$ cat src/rtl/bsw_pkg.sv
package bsw_pkg;

  typedef enum logic [1:0] {
    FT_BODY = 2'b00,
    FT_HEAD = 2'b01,
    FT_TAIL = 2'b10,
    FT_SOLO = 2'b11
  } ftype_e;

  // type bit 0: a packet begins with this flit
  function automatic logic opens_pkt(input logic [1:0] t);
    return t[0];
  endfunction

  // type bit 1: a packet ends with this flit
  function automatic logic closes_pkt(input logic [1:0] t);
    return t[1];
  endfunction

endpackage

$ cat src/rtl/bsw_fifo.sv
module bsw_fifo #(
  parameter int W     = 10,
  parameter int DEPTH = 4
) (
  input  logic         clk,
  input  logic         rst_n,
  input  logic         push,
  input  logic [W-1:0] din,
  input  logic         pop,
  output logic [W-1:0] dout,
  output logic         empty,
  output logic         full
);
  localparam int AW = (DEPTH > 1) ? $clog2(DEPTH) : 1;
  localparam int CW = $clog2(DEPTH + 1);

  logic [W-1:0]  mem [DEPTH];
  logic [AW-1:0] wp, rp;
  logic [CW-1:0] cnt;

  function automatic logic [AW-1:0] nxt(input logic [AW-1:0] p);
    return (p == AW'(DEPTH - 1)) ? '0 : p + 1'b1;
  endfunction

  always_ff @(posedge clk) begin
    if (push) mem[wp] <= din;
  end

  always_ff @(posedge clk) begin
    if (!rst_n) begin
      wp  <= '0;
      rp  <= '0;
      cnt <= '0;
    end else begin
      if (push) wp <= nxt(wp);
      if (pop)  rp <= nxt(rp);
      if (push && !pop)      cnt <= cnt + 1'b1;
      else if (pop && !push) cnt <= cnt - 1'b1;
    end
  end

  assign dout  = mem[rp];
  assign empty = (cnt == '0);
  assign full  = (cnt == CW'(DEPTH));
endmodule

$ cat src/rtl/bsw_alloc.sv
module bsw_alloc #(
  parameter int              N    = 4,
  parameter logic [N-1:0]    MASK = 4'b0001,
  localparam int             IW   = (N > 1) ? $clog2(N) : 1
) (
  input  logic [N-1:0]  req,
  input  logic [IW-1:0] ptr,
  output logic          vld,
  output logic [IW-1:0] idx
);
  logic [N-1:0] pri, use_vec;

  function automatic logic [IW-1:0] first_from(input logic [N-1:0] v,
                                               input logic [IW-1:0] p);
    logic [IW-1:0] r;
    logic          hit;
    int            j;
    r   = '0;
    hit = 1'b0;
    for (int k = 0; k < N; k++) begin
      j = (int'(p) + k) % N;
      if (!hit && v[j]) begin
        r   = IW'(j);
        hit = 1'b1;
      end
    end
    return r;
  endfunction

  always_comb begin
    pri     = req & MASK;
    use_vec = (|pri) ? pri : req;
    vld     = |req;
    idx     = first_from(use_vec, ptr);
  end
endmodule

$ cat src/rtl/byp_outsw.sv
module byp_outsw #(
  parameter int                N_IN       = 4,
  parameter int                DW         = 8,
  parameter int                FIFO_DEPTH = 4,
  parameter logic [N_IN-1:0]   BYP_MASK   = 4'b0001,
  localparam int               FW         = DW + 2,
  localparam int               IW         = (N_IN > 1) ? $clog2(N_IN) : 1
) (
  input  logic                 clk,
  input  logic                 rst_n,
  input  logic [N_IN-1:0]      in_valid,
  input  logic [N_IN-1:0]      in_req,
  input  logic [N_IN*FW-1:0]   in_flit,
  output logic [N_IN-1:0]      in_ready,
  output logic                 out_valid,
  output logic [FW-1:0]        out_flit,
  input  logic                 out_ready
);
  import bsw_pkg::*;

  logic [FW-1:0]   in_f   [N_IN];
  logic [FW-1:0]   head_f [N_IN];
  logic [N_IN-1:0] q_empty, q_full, q_push, q_pop;
  logic [N_IN-1:0] hdr_at_head, byp_cand, arb_req;

  // ownership and traversal state
  logic            own_vld, own_started, own_byp;
  logic [IW-1:0]   own_idx, rr_ptr;
  logic            out_vq;
  logic [FW-1:0]   out_dq;

  // named events
  logic            ev_pop, ev_grant, ev_release, byp_live, byp_fire, preempt_ok;
  logic [IW-1:0]   arb_idx;
  logic [FW-1:0]   pop_f;

  function automatic logic [IW-1:0] ptr_after(input logic [IW-1:0] i);
    return (i == IW'(N_IN - 1)) ? '0 : i + 1'b1;
  endfunction

  for (genvar i = 0; i < N_IN; i++) begin : g_in
    assign in_f[i]        = in_flit[i*FW +: FW];
    assign hdr_at_head[i] = !q_empty[i] && opens_pkt(head_f[i][FW-1:FW-2]);
    assign q_pop[i]       = ev_pop && (own_idx == IW'(i));
    assign q_push[i]      = in_valid[i] && in_req[i] && !q_full[i] &&
                            !(byp_live && own_idx == IW'(i));
    assign in_ready[i]    = (byp_live && own_idx == IW'(i)) ? out_ready : !q_full[i];

    bsw_fifo #(.W(FW), .DEPTH(FIFO_DEPTH)) u_q (
      .clk   (clk),
      .rst_n (rst_n),
      .push  (q_push[i]),
      .din   (in_f[i]),
      .pop   (q_pop[i]),
      .dout  (head_f[i]),
      .empty (q_empty[i]),
      .full  (q_full[i])
    );
  end

  assign byp_cand = hdr_at_head & BYP_MASK;
  assign pop_f    = head_f[own_idx];

  assign ev_pop     = own_vld && !q_empty[own_idx] && (!out_vq || out_ready);
  assign byp_live   = own_vld && own_byp && own_started && q_empty[own_idx] && !out_vq;
  assign byp_fire   = byp_live && in_valid[own_idx] && in_req[own_idx] && out_ready;
  assign preempt_ok = own_vld && !own_started && !own_byp && !ev_pop;
  assign arb_req    = !own_vld ? hdr_at_head : (preempt_ok ? byp_cand : '0);

  bsw_alloc #(.N(N_IN), .MASK(BYP_MASK)) u_alloc (
    .req (arb_req),
    .ptr (rr_ptr),
    .vld (ev_grant),
    .idx (arb_idx)
  );

  assign ev_release = (ev_pop && closes_pkt(pop_f[FW-1:FW-2])) ||
                      (byp_fire && closes_pkt(in_f[own_idx][FW-1:FW-2]));

  always_ff @(posedge clk) begin
    if (!rst_n) begin
      own_vld     <= 1'b0;
      own_started <= 1'b0;
      own_byp     <= 1'b0;
      own_idx     <= '0;
      rr_ptr      <= '0;
    end else if (ev_grant) begin
      own_vld     <= 1'b1;
      own_started <= 1'b0;
      own_idx     <= arb_idx;
      own_byp     <= BYP_MASK[arb_idx];
    end else if (ev_release) begin
      own_vld     <= 1'b0;
      own_started <= 1'b0;
      rr_ptr      <= ptr_after(own_idx);
    end else if (ev_pop) begin
      own_started <= 1'b1;
    end
  end

  always_ff @(posedge clk) begin
    if (!rst_n) begin
      out_vq <= 1'b0;
      out_dq <= '0;
    end else if (ev_pop) begin
      out_vq <= 1'b1;
      out_dq <= pop_f;
    end else if (out_ready) begin
      out_vq <= 1'b0;
    end
  end

  assign out_valid = byp_live ? (in_valid[own_idx] && in_req[own_idx]) : out_vq;
  assign out_flit  = byp_live ? in_f[own_idx] : out_dq;
endmodule

$ cat config.mk
export PLATFORM = sky130hd
export DESIGN_NAME = byp_outsw
export DESIGN_NICKNAME = d
export VERILOG_FILES = /design/src/rtl/bsw_pkg.sv /design/src/rtl/bsw_fifo.sv /design/src/rtl/bsw_alloc.sv /design/src/rtl/byp_outsw.sv
export SDC_FILE = /design/constraint.sdc
export NUM_CORES = 1
export LEC_CHECK = 0
export ABC_CLOCK_PERIOD_IN_PS = 6190
export CORE_MARGIN = 1
export CORE_UTILIZATION = 45
export DETAILED_ROUTE_END_ITERATION = 8
export PLACE_DENSITY = 0.63
export SETUP_SLACK_MARGIN = 0.5
export SLEW_MARGIN = 20
export SYNTH_ARGS = -nofsm -noshare
export SYNTH_HDL_FRONTEND = slang
export SYNTH_SLANG_ARGS = --single-unit
$ cat constraint.sdc
create_clock -name clk -period 6.19 [get_ports clk]
set_clock_uncertainty 0.05 [all_clocks]
set_input_delay 1.238 -clock clk [delete_from_list [all_inputs] [get_ports clk]]
set_output_delay 1.238 -clock clk [all_outputs]
set_load 0.01 [all_outputs]
# ---- Word level (Yosys, flattened, before mapping)
# Memories as Yosys holds them, arrays and structs flattened. A register that Yosys moved wholly into a read port is not among the register bits.
# Index checks and enable logic that the tools add are counted.
dict set report totals {
  output_inout_bits 15
  memories 4
  input_bits 51
  latch_bits 0
  ram_bits 160
  wordCells 246
  ff_bits 46
  romBits 0
}
# memory depth word_bits rd rd_ports_with_merged_regs wr line_no
set mem_list {}
lappend mem_list {{g_in[0].u_q.mem} 4 10 1 1 1 bsw_fifo.sv:17} ;# logic [W-1:0] mem [DEPTH];
lappend mem_list {{g_in[1].u_q.mem} 4 10 1 1 1 bsw_fifo.sv:17}
lappend mem_list {{g_in[2].u_q.mem} 4 10 1 1 1 bsw_fifo.sv:17}
lappend mem_list {{g_in[3].u_q.mem} 4 10 1 1 1 bsw_fifo.sv:17}
dict set report op_classes {
  multipliers 0
  reduce_logical 97
  order_cmp 7
  shifts 0
  n_div 0
  bitwise_logic 6
  muxes 78
  addsub 20
  eq_ne 15
}
# op n
set ops {}
lappend ops {{1-bit logical AND} 50}
lappend ops {{10-bit 2-to-1 mux} 5}
lappend ops {{2-bit 2-to-1 mux} 21}
lappend ops {{10-bit binary-select mux with 2-bit select} 2}
lappend ops {{1-bit 2-to-1 mux} 32}
lappend ops {{1-bit zero test} 28}
lappend ops {{3-bit 2-to-1 mux} 8}
lappend ops {{2-bit by 1-bit adder with 2-bit output (second input constant)} 10}
lappend ops {{2-bit equality test (second input constant)} 10}
lappend ops {{1-bit binary-select mux with 2-bit select} 8}
lappend ops {{3-bit by 1-bit adder with 3-bit output (second input constant)} 4}
lappend ops {{3-bit equality test (second input constant)} 4}
lappend ops {{3-bit zero test} 4}
lappend ops {{3-bit by 4-bit less-than comparator with 1-bit output (second input constant)} 3}
lappend ops {{2-bit nonzero test} 6}
lappend ops {{3-bit by 1-bit subtractor with 3-bit output (second input constant)} 4}
lappend ops {{2-bit by 3-bit less-than comparator with 1-bit output (second input constant)} 3}
lappend ops {{4-bit 2-to-1 mux} 2}
lappend ops {{2-bit OR reduction} 3}
lappend ops {{6-bit OR reduction} 1}
lappend ops {{2-bit adder (second input constant)} 2}
lappend ops {{4-bit OR reduction} 1}
lappend ops {{1-bit bitwise AND (first input constant)} 3}
lappend ops {{3-bit greater-or-equal comparator (second input constant)} 1}
lappend ops {{other kinds (6)} 8}

# ---- Depth between registers and ports, before layout
# Gate-level depths: netlist of run 1.
dict set report depth {
  ltp_word 25
  ltp_mapped 13
  depth_no_buf 11
}

# ---- Hierarchy
# Synthesis of run 1 repeated with hierarchy kept, for this count alone.
dict set report unflattened {
  hier_cells 578
  hier_area_um2 9410.3
}
# mod cells_each seq_area_each_um2 area_per_inst_um2 n_inst
set modules_own_cells {}
lappend modules_own_cells {bsw_fifo 96 1381.3 1900.6 4}
lappend modules_own_cells {byp_outsw 185 360.3 1760.4 1}
lappend modules_own_cells {bsw_alloc 9 0.0 47.5 1}

# ---- Least setup slack after synthesis of run 1
# No wires, ideal clock.
dict set report synth_path {
  path_kind {input port to flip-flop}
  from {input out_ready}
  to {register g_in[2].u_q.cnt[2]}
  path_buffers 1
  t_required_ns 6.070
  setup_ns 0.070
  arrival_ns 3.234
  path_stages 11
  setup_slack_ns 2.836
  path_cell_list {nand2b_1 nand3_1 o22ai_1 clkbuf_1 nand2_1 ha_1 inv_1 fa_1 xor2_1 or3_1 a21oi_1}
}
dict set report synth_via {
  elab_chain_len 6
  word_cells_on_any_way 8
  cone_classes {mux (1); reduce/logical (7)}
}
# item line_no
set synth_rtl {}
lappend synth_rtl {{start: declaration} byp_outsw.sv:17} ;# input logic out_ready
lappend synth_rtl {{1-bit logical OR *} byp_outsw.sv:64} ;# assign ev_pop = own_vld && !q_empty[own_idx] && (!out_vq || out_ready);
lappend synth_rtl {{1-bit logical AND *} byp_outsw.sv:64}
lappend synth_rtl {{1-bit logical AND *} byp_outsw.sv:44} ;# assign q_pop[i] = ev_pop && (own_idx == IW'(i));
lappend synth_rtl {{1-bit zero test} bsw_fifo.sv:37} ;# if (push && !pop) cnt <= cnt + 1'b1;
lappend synth_rtl {{1-bit logical AND} bsw_fifo.sv:37}
lappend synth_rtl {{3-bit 2-to-1 mux or 2-bit nonzero test (tied branches)} n/a}
lappend synth_rtl {{end signal: assignment} bsw_fifo.sv:37}
lappend synth_rtl {{end signal: assignment} bsw_fifo.sv:38} ;# else if (pop && !push) cnt <= cnt - 1'b1;
lappend synth_rtl {{end: declaration} bsw_fifo.sv:19} ;# logic [CW-1:0] cnt;
# Every way passes the cells marked *; elsewhere a longest branch is shown, timed or not.
# A chain may end at the register's enable or synchronous reset.

# ---- Final worst setup path of run 1
dict set report layout_path {
  from {register own_idx[1]}
  to {output out_flit[1]}
}
dict set report layout_via {
  elab_chain_len 5
  word_cells_on_any_way 9
  cone_classes {mux (6); bitwise (1); reduce/logical (2)}
}
# item line_no
set layout_rtl {}
lappend layout_rtl {{start: declaration} byp_outsw.sv:28} ;# logic [IW-1:0] own_idx, rr_ptr;
lappend layout_rtl {{start signal: assignment} byp_outsw.sv:90} ;# own_idx <= arb_idx;
lappend layout_rtl {{2-bit NOT with 3-bit output (implied by the code) or 1-bit binary-select mux with 2-bit select (tied branches)} {byp_outsw.sv:114, byp_outsw.sv:65}}
lappend layout_rtl {{10-bit binary-select mux with 2-bit select or 1-bit 2-to-1 mux (tied branches)} {byp_outsw.sv:114, byp_outsw.sv:65}}
lappend layout_rtl {{10-bit 2-to-1 mux (implied by the code) or 1-bit logical AND (tied branches) (2 in series)} {byp_outsw.sv:114, byp_outsw.sv:65}}
lappend layout_rtl {{10-bit 2-to-1 mux *} byp_outsw.sv:114} ;# assign out_flit = byp_live ? in_f[own_idx] : out_dq;
lappend layout_rtl {{end: declaration} byp_outsw.sv:16} ;# output logic [FW-1:0] out_flit,
# Every way passes the cells marked *; elsewhere a longest branch is shown, timed or not. The select of a mux whose other input is x is not followed.

==> run summary, run 1 <==
Outcome: finished clean
Total CTS buffers: 22
Worst r2r src: own_idx[0]
Initial core utilization: 45.8%
Final Hold Vio Count: 0
Tcrit/Tclk final: 75.2%
Setup violators final: 0
Sw Ratio: 27.3%
HP Start: out_dq[0]
Clk sink count: 214
Layout area overhead: 17.8%
RePlAce Congestion: 0.800
Worst setup margin: 1530 ps
CP cell instances: buf_4 > or4b_1 > a211o_4 > nand2_2 > mux2_2 > clkdlybuf4s50_1
Reg-to-reg endpoint: g_in[2].u_q.cnt[2]
Placed cells: 889
Pins Over Slew Limit: 0
Net switching power: 1.08 mW
Synth unique cells: 47
PwrDens: 362 nW/µm²
H-tree depth: 1
Remaining antenna violation count: 0
Seq pwr share: 44.3%
Total power: 3.95 mW
Top_reg_cell synth: edfxtp_1
Post-cts resize count: 0
Clock Path Buffers: 3
Mean Syn Cell Area: 16.2 µm²
RSZ-0062 raised after global routing: false
Comb power frac: 22.1%
FFs w/ async S/R, synth: 0%
Post-CTS Setup Bufs: 0
Slowest cell delay on critical path: 510 ps
Core ar.: 20200 µm²
Setup crit start kind: flip-flop
Io pins: 66
IO buf count: 65
Synth Instances: 571
CTS tree: yes
Clock Power Share: 33.6%
Root Buffer: clkbuf_16
FF-to-FF path depth: 12
Synthesized Nets: 654
ANT cells: 0
DRC Markers: 0
Routed vias: 5203
Rel. slew slack: 30.8%
Layout cells sized above 1: 18.1%
Hold WC Path Type: flip-flop to flip-flop
Post-Syn Area: 9270 µm²
TritonRoute pass-1 iters: 5
Vias in the first global route: 5427
Crit path DAT: 3370 ps
Worst path slowest cell: or4b_1
Gr ovfl total: 0
Critical Path End: out_flit[1]
Die span in y: 146 µm
Largest net degree at the start of global routing: 40
Crit path from: own_idx[1]
Die Width: 146 µm
Max Cap Viol: 0
Post-synth top area share: 51.8%
Clk Latency, worst-skew pair: 500 ps
Fin crit period: 4660 ps
Final #Nets: 726
Hold_buf cts: 0
Leakage: 3.61 nW
Routed wire length: 20000 µm
Setup TNS Final: 0 ps
Full die area: 21200 µm²
Routed vias/inst: 5.60
Yosys top cell by area: edfxtp_1
Worst path required time: 4900 ps
Crit path max fanout: 16
Top cells by area, synth: edfxtp_1 (52%), mux4_2 (15%), dfxtp_1 (12%)
Number of synthesized register bits: 214
DRT iter0 DRCs: 362
Sequential share of the synthesized area: 63.5%
Reg clk slew, reported paths: 60 ps
Slew @ Worst Pin: 1020 ps
Post-Layout Cell Count: 929
Internal Power: 2.87 mW
Initial antenna violation count: 0
Setup WS pre-CTS: 1780 ps
CP endpoint kind: primary output
GRT Total Usage: 19.6%
DP HPWL: 14700 µm
R2R Setup Slk: 2730 ps
Post-synth EDFFs: 160
Worst Hold Path Cells: 2
Worst setup path class: flip-flop to primary output
Fill cells: 1562
Maximum VDD drop: 0.193 mV
First-pass GRT wire length: 31700 µm
Ys Warns: 0
FP Rows: 52
FMAX: 215 MHz
DR WL/cell: 21.6 µm
## logic make-up after synthesis
| family | share of synthesized area (%) |
|---|---|
| xor gates and xnor gates | 0.756 |
| AOI/OAI and AO/OA | 5.68 |
| and+or+nand+nor | 6.64 |
| muxes | 16.9 |
| buffers and inverters | 1.86 |
| adders and majority gates | 4.64 |
| DFF | 63.5 |
## worst min-delay path by stage
stage                     end
global route        out_dq[5]
detailed placement  out_dq[1]
CTS                 out_dq[1]
finish              out_dq[0]
global placement    out_dq[8]
floorplan           out_dq[1]
## sequential cells by signal, indices dropped and copies added (netlist names), named ones only
register	count
g_in.u_q.mem	160
g_in.u_q.cnt	12
out_dq	10
g_in.u_q.rp	8
g_in.u_q.wp	8
own_idx	2
rr_ptr	2
out_vq	1
own_byp	1
own_started	1
own_vld	1
## area by class of cell
type	count	area (µm²)	share of cell area, %
multi-input combinational	316	3210	29.4
inverter	20	75.1	0.688
clock inverter	13	138	1.26
timing repair buffer	69	681	6.23
sequential	214	5890	53.9
clock buffer	27	591	5.41
tap	270	338	3.09
## cells in the mapped netlist (4+ instances only)
cell type,instances
edfxtp_1,160
mux4_2,60
and2_1,16
or3b_2,4
ha_1,28
mux2i_1,6
fa_1,4
mux2_2,10
dfxtp_1,54
clkbuf_1,9
inv_1,20
or4_1,9
or3_1,6
xor2_1,8
a21oi_1,32
buf_2,9
nand3_1,11
nor2_1,23
o21ai_1,8
mux2_1,4
o21ai_0,14
nand2_1,39
a21oi_4,5
## per-layer routing
layer  global-route usage (%)  part of all wire (%)  vias up
li1                         -                     -     2385
met5                        0                     0        -
met4                     6.00                   2.3        0
met1                     27.3                    44     2657
met2                     32.5                    49      130
met3                     2.38                   4.3       31
## per-stage QoR
stage | hold WS, ps | area [µm²] | util [%]
floorplan | 379 | 9270 | -
global placement | 387 | 10200 | 50.4
detailed placement | 398 | 10200 | 50.4
CTS | 407 | 10900 | 54.0
global route | 422 | 10900 | 54.0
finish | 405 | 10900 | 54.0
## worst max-delay path, delay by kind of cell (launching register included)
family / cells / cell delay [ps]
AOI/OAI and AO/OA: 1 / 440
buffers and inverters: 2 / 790
DFF: 1 / 400
muxes: 1 / 410
and+or+nand+nor: 2 / 800
## cell usage in the layout (no fill, tap or decap), types with 8 or more instances in the layout
master / synthesis / final
dfxtp_1: 54 / 54
o21ai_0: 14 / 14
o21ai_1: 8 / 8
nand3_1: 11 / 11
nand2_1: 39 / 39
inv_1: 20 / 20
a21oi_1: 32 / 32
ha_1: 28 / 28
edfxtp_1: 160 / 160
or4_1: 9 / 9
clkdlybuf4s50_1: 0 / 65
clkbuf_16: 0 / 23
xor2_1: 8 / 8
mux2_2: 10 / 10
and2_1: 16 / 16
mux4_2: 60 / 60
nor2_1: 23 / 23
## power groups by stage
stage	logic, mW	clock network, mW	registers [mW]
after floorplan	0.630	0	1.73
after global placement	0.844	0	1.77
after detailed placement	0.865	0	1.78
after CTS	0.872	1.36	1.75
after global routing	0.946	1.41	1.77
final	0.872	1.33	1.75
Power figures use the tool's default switching activity.
==> inputs of run 2 (changes only) <==
--- a/config.mk
+++ b/config.mk
@@ -5,11 +5,11 @@
 export SDC_FILE = /design/constraint.sdc
 export NUM_CORES = 1
 export LEC_CHECK = 0
-export ABC_CLOCK_PERIOD_IN_PS = 6190
+export ABC_CLOCK_PERIOD_IN_PS = 4100
 export CORE_MARGIN = 1
 export CORE_UTILIZATION = 45
 export DETAILED_ROUTE_END_ITERATION = 8
-export PLACE_DENSITY = 0.63
+export PLACE_DENSITY = 0.65
 export SETUP_SLACK_MARGIN = 0.5
 export SLEW_MARGIN = 20
 export SYNTH_ARGS = -nofsm -noshare
==> constraint.sdc (replaced) <==
create_clock -name clk -period 4.1 [get_ports clk]
set_clock_uncertainty 0.05 [all_clocks]
set_input_delay 0.82 -clock clk [delete_from_list [all_inputs] [get_ports clk]]
set_output_delay 0.82 -clock clk [all_outputs]
set_load 0.01 [all_outputs]
==> run 2 against run 1 <==
Effect of this change: clock power grew 47%; worst setup slack lost 1000 ps; sequential share of layout area shrank 0.92 points; cell area increased by 2.1%; global-route usage about the same; sequential cell count is the same; clock-buffer cell count increased by 2; final cell count rose by 2.7%; highest routed layer unchanged.
==> run summary, run 2 (synthesis gave the netlist of run 1 again) <==
Maximum VDD drop: 0.273 mV (was 0.193 mV)
Post-layout utilization of the core: 55.1% (was 54.0%)
Worst Hold Path Cells: 2 (unchanged)
DRC Markers: 0 (unchanged)
Max reg flops: 160 (unchanged)
Final Hold Vio Count: 0 (unchanged)
FF-to-FF path depth: 13 (was 12)
Most crowded layer after global routing: met2 (unchanged)
CTS tree: yes (unchanged)
Setup TNS Final: 0 ps (unchanged)
Core ar.: 20200 µm² (unchanged)
Worst r2r src: own_idx[1] (was own_idx[0])
Pins Over Slew Limit: 0 (unchanged)
Die span in y: 146 µm (unchanged)
Leakage: 3.82 nW (was 3.61 nW)
RSZ-0062 raised after global routing: true (was false)
CP endpoint kind: primary output (unchanged)
CP cell instances: or4b_4 > a211o_4 > buf_6 > buf_4 > a21oi_4 > mux2_1 > buf_2 (was buf_4 > or4b_1 > a211o_4 > nand2_2 > mux2_2 > clkdlybuf4s50_1)
Worst Hold Endpoint: out_dq[6] (was out_dq[0])
Total CTS buffers: 22 (unchanged)
IO buf count: 65 (unchanged)
TritonRoute pass-1 iters: 5 (unchanged)
Gr ovfl total: 0 (unchanged)
Tcrit/Tclk final: 87.4%
Largest regs: g_in.u_q.mem (160), g_in.u_q.cnt (12), out_dq (10) (unchanged)
Most common cell after layout, fill and taps aside: edfxtp_1 (unchanged)
H-tree depth: 1 (unchanged)
ANT cells: 0 (unchanged)
Finished Cell Area: 11100 µm² (was 10900 µm²)
Routed vias/inst: 5.64 (was 5.60)
Critical path buffers and inverters: 3 (was 2)
Root Buffer: clkbuf_16 (unchanged)
Total power: 5.93 mW (was 3.95 mW)
R2R Setup Slk: 970 ps (was 2730 ps)
Max Cap Viol: 0 (unchanged)
Placed Area: 10200 µm² (about the same)
Hold WC Path Type: flip-flop to flip-flop (unchanged)
Clk sink count: 214 (unchanged)
Largest net degree at the start of global routing: 41 (was 40)
Worst path required time: 3230 ps (was 4900 ps)
Setup crit start kind: flip-flop (unchanged)
HP Start: out_dq[6] (was out_dq[0])
Io pins: 66 (unchanged)
Crit path max-delay family: compound AO/OA/AOI/OAI gates (was simple AND/OR/NAND/NOR gates)
Outcome: finished clean (unchanged)
GRT Total Usage: 19.6% (about the same)
Met2 Use GR: 31.9% (was 32.5%)
Initial antenna violation count: 0 (unchanged)
Final #Nets: 751 (was 726)
RePlAce Congestion: 0.814 (was 0.800)
Clk Latency, worst-skew pair: 500 ps (about the same)
Fin crit period: 3580 ps
Crit path DAT: 2710 ps (was 3370 ps)
Routed wire length: 20200 µm (was 20000 µm)
PwrDens: 532 nW/µm² (was 362 nW/µm²)
Layout cells sized above 1: 23.4% (was 18.1%)
Rel. slew slack: 28.4% (was 30.8%)
Most frequent cells in the layout: edfxtp_1 (160), mux4_2 (60), clkdlybuf4s50_1 (50) (was edfxtp_1 (160), clkdlybuf4s50_1 (65), mux4_2 (60))
FMAX: 279 MHz
DP HPWL: 14500 µm (was 14700 µm)
Setup violators final: 0 (unchanged)
Full die area: 21200 µm² (unchanged)
M1 GR Usage: 27.3% (about the same)
Remaining antenna violation count: 0 (unchanged)
DR WL/cell: 21.2 µm (was 21.6 µm)
Met3 usage: 3.51% (was 2.38%)
Layout area overhead: 20.2% (was 17.8%)
Worst path slowest cell: or4b_4 (was or4b_1)
Crit path max fanout: 5 (was 16)
DRT iter0 DRCs: 397 (was 362)
First-pass GRT wire length: 31600 µm (was 31700 µm)
Initial core utilization: 45.8% (unchanged)
FP Rows: 52 (unchanged)
Clock Path Buffers: 3 (unchanged)
Hold_buf cts: 0 (unchanged)
Slowest cell delay on critical path: 550 ps (was 510 ps)
Reg-to-reg endpoint: g_in[0].u_q.cnt[2] (was g_in[2].u_q.cnt[2])
Slew @ Worst Pin: 1060 ps (was 1020 ps)
Vias in the first global route: 5516 (was 5427)
Routed vias: 5383 (was 5203)
Reg clk slew, reported paths: 60 ps (about the same)
Largest Register: g_in.u_q.mem (unchanged)
Worst setup path class: flip-flop to primary output (unchanged)
Die Width: 146 µm (unchanged)
-- run 2: cell types whose count changed in the layout (fill, tap and decap cells not counted), sizes merged, moves of 2 or more --
cell and change:
clkbuf +5, clkdlybuf4s15 +2, clkdlybuf4s50 -15, dlygate4sd2 +7, buf +26, dlymetal6s2s +2
-- run 2: how the worst max path moves through the flow --
stage                             from                 end  slack [ps]  cells after the start
floorplan                    out_ready  g_in[2].u_q.cnt[2]        1160                     11
global placement             in_req[0]           out_valid         550                      6
detailed placement         in_flit[39]         out_flit[9]         540                      4
CTS                 g_in[3].u_q.cnt[0]         out_flit[0]         390                      5
global route        g_in[3].u_q.cnt[0]         in_ready[1]         460                      7
finish              g_in[3].u_q.cnt[0]         in_ready[2]         520                      7
-- run 2: final cells by class --
type,instances,area (µm²)
fill,1592,9090
sequential,214,5900
multi-input combinational,316,3250
timing repair buffer,94,873
tap,270,338
clock buffer,29,587
clock inverter,11,119
inverter,20,75.1
-- run 2: timing repair --
item                       4_1_cts  5_1_grt
gates resized for setup         27       18
pin swaps                        6        3
gates cloned                     0        0
setup buffers                   14        9
setup endpoints to repair       15        9
-- run 2: metrics by stage --
step           instances  worst slack (ps)  hold WS, ps
2_1_floorplan        571              1160          379
4_1_cts              945               392          403
3_5_place_dp         891               538          396
3_3_place_gp         891               552          386
5_1_grt              954               458          424
6_report             954               516          401
-- run 2: worst register-to-register path, stage by stage (launching register included) --
cell	delay, ps
dfxtp_4	390
buf_4	250
inv_1	130
ha_1	250
inv_1	180
a21oi_4	60
buf_4	150
nor2_1	240
ha_1	250
inv_1	60
fa_1	370
xor2_1	170
or3_1	310
a21oi_1	180
-- run 2: metal layers --
| metal | wire length (µm) | vias up |
|---|---|---|
| li1 | - | 2423 |
| met1 | 8800 | 2762 |
| met2 | 9800 | 161 |
| met3 | 1210 | 37 |
| met4 | 415 | 0 |
| met5 | 0 | - |
-- run 2: power by group --
| group | switching [mW] | internal (mW) |
|---|---|---|
| sequential | 0.151 | 2.49 |
| clock | 0.812 | 1.14 |
| combinational | 0.688 | 0.641 |
==> inputs of run 3 (changes only) <==
--- a/config.mk
+++ b/config.mk
@@ -9,6 +9,7 @@
 export CORE_MARGIN = 1
 export CORE_UTILIZATION = 45
 export DETAILED_ROUTE_END_ITERATION = 8
+export GPL_TIMING_DRIVEN = 0
 export PLACE_DENSITY = 0.65
 export SETUP_SLACK_MARGIN = 0.5
 export SLEW_MARGIN = 20
==> run 3 against run 2 <==
Effect of this change: worst hold slack about the same; worst setup slack got worse by 97 ps; non-clock buffer count increased by 12; critical path depth unchanged; final cell count increased by 1.3%; maximum frequency decreased by 2.6%.
==> run summary, run 3 (synthesis gave the netlist of run 1 again) <==
Largest regs: g_in.u_q.mem (160), g_in.u_q.cnt (12), out_dq (10) (unchanged)
Post-layout utilization of the core: 55.1% (about the same)
FMAX: 272 MHz (was 279 MHz)
Layout area overhead: 20.3% (was 20.2%)
PwrDens: 531 nW/µm² (was 532 nW/µm²)
Most common cell after layout, fill and taps aside: edfxtp_1 (unchanged)
Full die area: 21200 µm² (unchanged)
Slew @ Worst Pin: 1040 ps (was 1060 ps)
Final #Nets: 763 (was 751)
Outcome: finished clean (unchanged)
DP HPWL: 15200 µm (was 14500 µm)
Worst path required time: 3230 ps (about the same)
Most frequent cells in the layout: edfxtp_1 (160), mux4_2 (60), dfxtp_1 (52) (was edfxtp_1 (160), mux4_2 (60), clkdlybuf4s50_1 (50))
Hold_buf cts: 0 (unchanged)
Clock Path Buffers: 3 (unchanged)
DRT iter0 DRCs: 429 (was 397)
Root Buffer: clkbuf_16 (unchanged)
Total power: 5.93 mW (about the same)
Remaining antenna violation count: 0 (unchanged)
Final Hold Vio Count: 0 (unchanged)
Reg clk slew, reported paths: 60 ps (about the same)
Gr ovfl total: 0 (unchanged)
DRC Markers: 0 (unchanged)
Clk Latency, worst-skew pair: 520 ps (was 500 ps)
DR WL/cell: 21.4 µm (was 21.2 µm)
ANT cells: 0 (unchanged)
Hold WC Path Type: flip-flop to flip-flop (unchanged)
Worst setup path class: flip-flop to primary output (unchanged)
CTS tree: yes (unchanged)
Max reg flops: 160 (unchanged)
Die span in y: 146 µm (unchanged)
Worst setup margin: 420 ps (was 516 ps)
RePlAce Congestion: 0.905 (was 0.814)
Rel. slew slack: 30.0% (was 28.4%)
Placed cells: 906 (was 891)
Worst Hold Path Cells: 2 (unchanged)
First-pass GRT wire length: 31800 µm (was 31600 µm)
Crit path max fanout: 8 (was 5)
Routed wire length: 20700 µm (was 20200 µm)
Tcrit/Tclk final: 89.8% (was 87.4%)
FP Rows: 52 (unchanged)
IO buf count: 65 (unchanged)
Largest Register: g_in.u_q.mem (unchanged)
Setup crit start kind: flip-flop (unchanged)
Total CTS buffers: 22 (unchanged)
Pins Over Slew Limit: 0 (unchanged)
TritonRoute pass-1 iters: 5 (unchanged)
Maximum VDD drop: 0.348 mV (was 0.273 mV)
Io pins: 66 (unchanged)
Vias in the first global route: 5474 (was 5516)
Leakage: 3.83 nW (was 3.82 nW)
Layout cells sized above 1: 24.6% (was 23.4%)
CP endpoint kind: primary output (unchanged)
Largest net degree at the start of global routing: 16 (was 41)
Initial antenna violation count: 0 (unchanged)
Max Cap Viol: 0 (unchanged)
Crit path DAT: 2810 ps (was 2710 ps)
Routed vias/inst: 5.63 (was 5.64)
FF-to-FF path depth: 14 (was 13)
H-tree depth: 1 (unchanged)
Fin crit period: 3680 ps (was 3580 ps)
Post-Layout Cell Count: 966 (was 954)
GRT Total Usage: 20.0% (was 19.6%)
Setup WS pre-CTS: -597 ps (was 538 ps)
Setup violators final: 0 (unchanged)
Die Width: 146 µm (unchanged)
Core ar.: 20200 µm² (unchanged)
Clk sink count: 214 (unchanged)
Routed vias: 5438 (was 5383)
Initial core utilization: 45.8% (unchanged)
RSZ-0062 raised after global routing: true (unchanged)
==> run 3: cell types whose count changed in the layout (fill, tap and decap cells not counted), sizes merged, moves of 2 or more <==
cell and change:
clkbuf +7, clkdlybuf4s15 -2, buf +5, dlymetal6s2s -2, clkinv +7
==> run 3: cell type report <==
class | count | area (µm²)
Inverter | 20 | 75.1
Clock buffer | 25 | 572
Timing Repair Buffer | 85 | 786
Fill cell | 1598 | 9080
Buffer | 21 | 98.8
Tap cell | 270 | 338
Sequential cell | 214 | 5890
Clock inverter | 15 | 124
Multi-Input combinational cell | 316 | 3270
==> run 3: power by group <==
part	internal, mW	switching, mW	total (mW)	leakage (nW)
logic	0.656	0.773	1.43	1.59
clock network	1.08	0.831	1.91	0.355
registers	2.49	0.106	2.59	1.89
==> run 3: final timing paths <==
check	end	from	slack, ps
worst max-delay path	in_ready[0]	own_idx[1]	420
worst min-delay path	out_dq[0]	out_dq[0]	400
worst max register to register	g_in[1].u_q.cnt[2]	own_idx[1]	850
worst min register to register	out_dq[0]	out_dq[0]	400
==> run 3: timing repair <==
action / in CTS / in global routing
resized for setup: 37 / 17
setup buffers: 16 / 4
pin swaps: 7 / 5
endpoints found under the hold margin: 0 / 0
setup endpoints to repair: 27 / 16
==> run 3: layer usage <==
layer / vias to the layer above / global-route usage (%) / share of wire [%]
met1: 2773 / 27.6 / 44
met5: - / 0 / 0
met4: 0 / 7.53 / 2.8
met2: 171 / 32.5 / 48
met3: 40 / 2.95 / 5.4
li1: 2454 / - / -
==> run 3: metrics by stage <==
stage               cell area [µm²]  TNS [ps]  hold WS (ps)
finish                        11200         0           402
global route                  11200         0           425
CTS                           11100         0           403
detailed placement            10300     -4830           395
global placement              10300     -4260           386
floorplan                      9270         0           379
==> run 3: critical path, stage by stage (launching register included) <==
cell and delay, ps:
dfxtp_2 330, buf_6 130, or4_4 550, a211o_4 410, buf_6 150, a21oi_4 140, mux2_4 310, dlygate4sd2_1 280
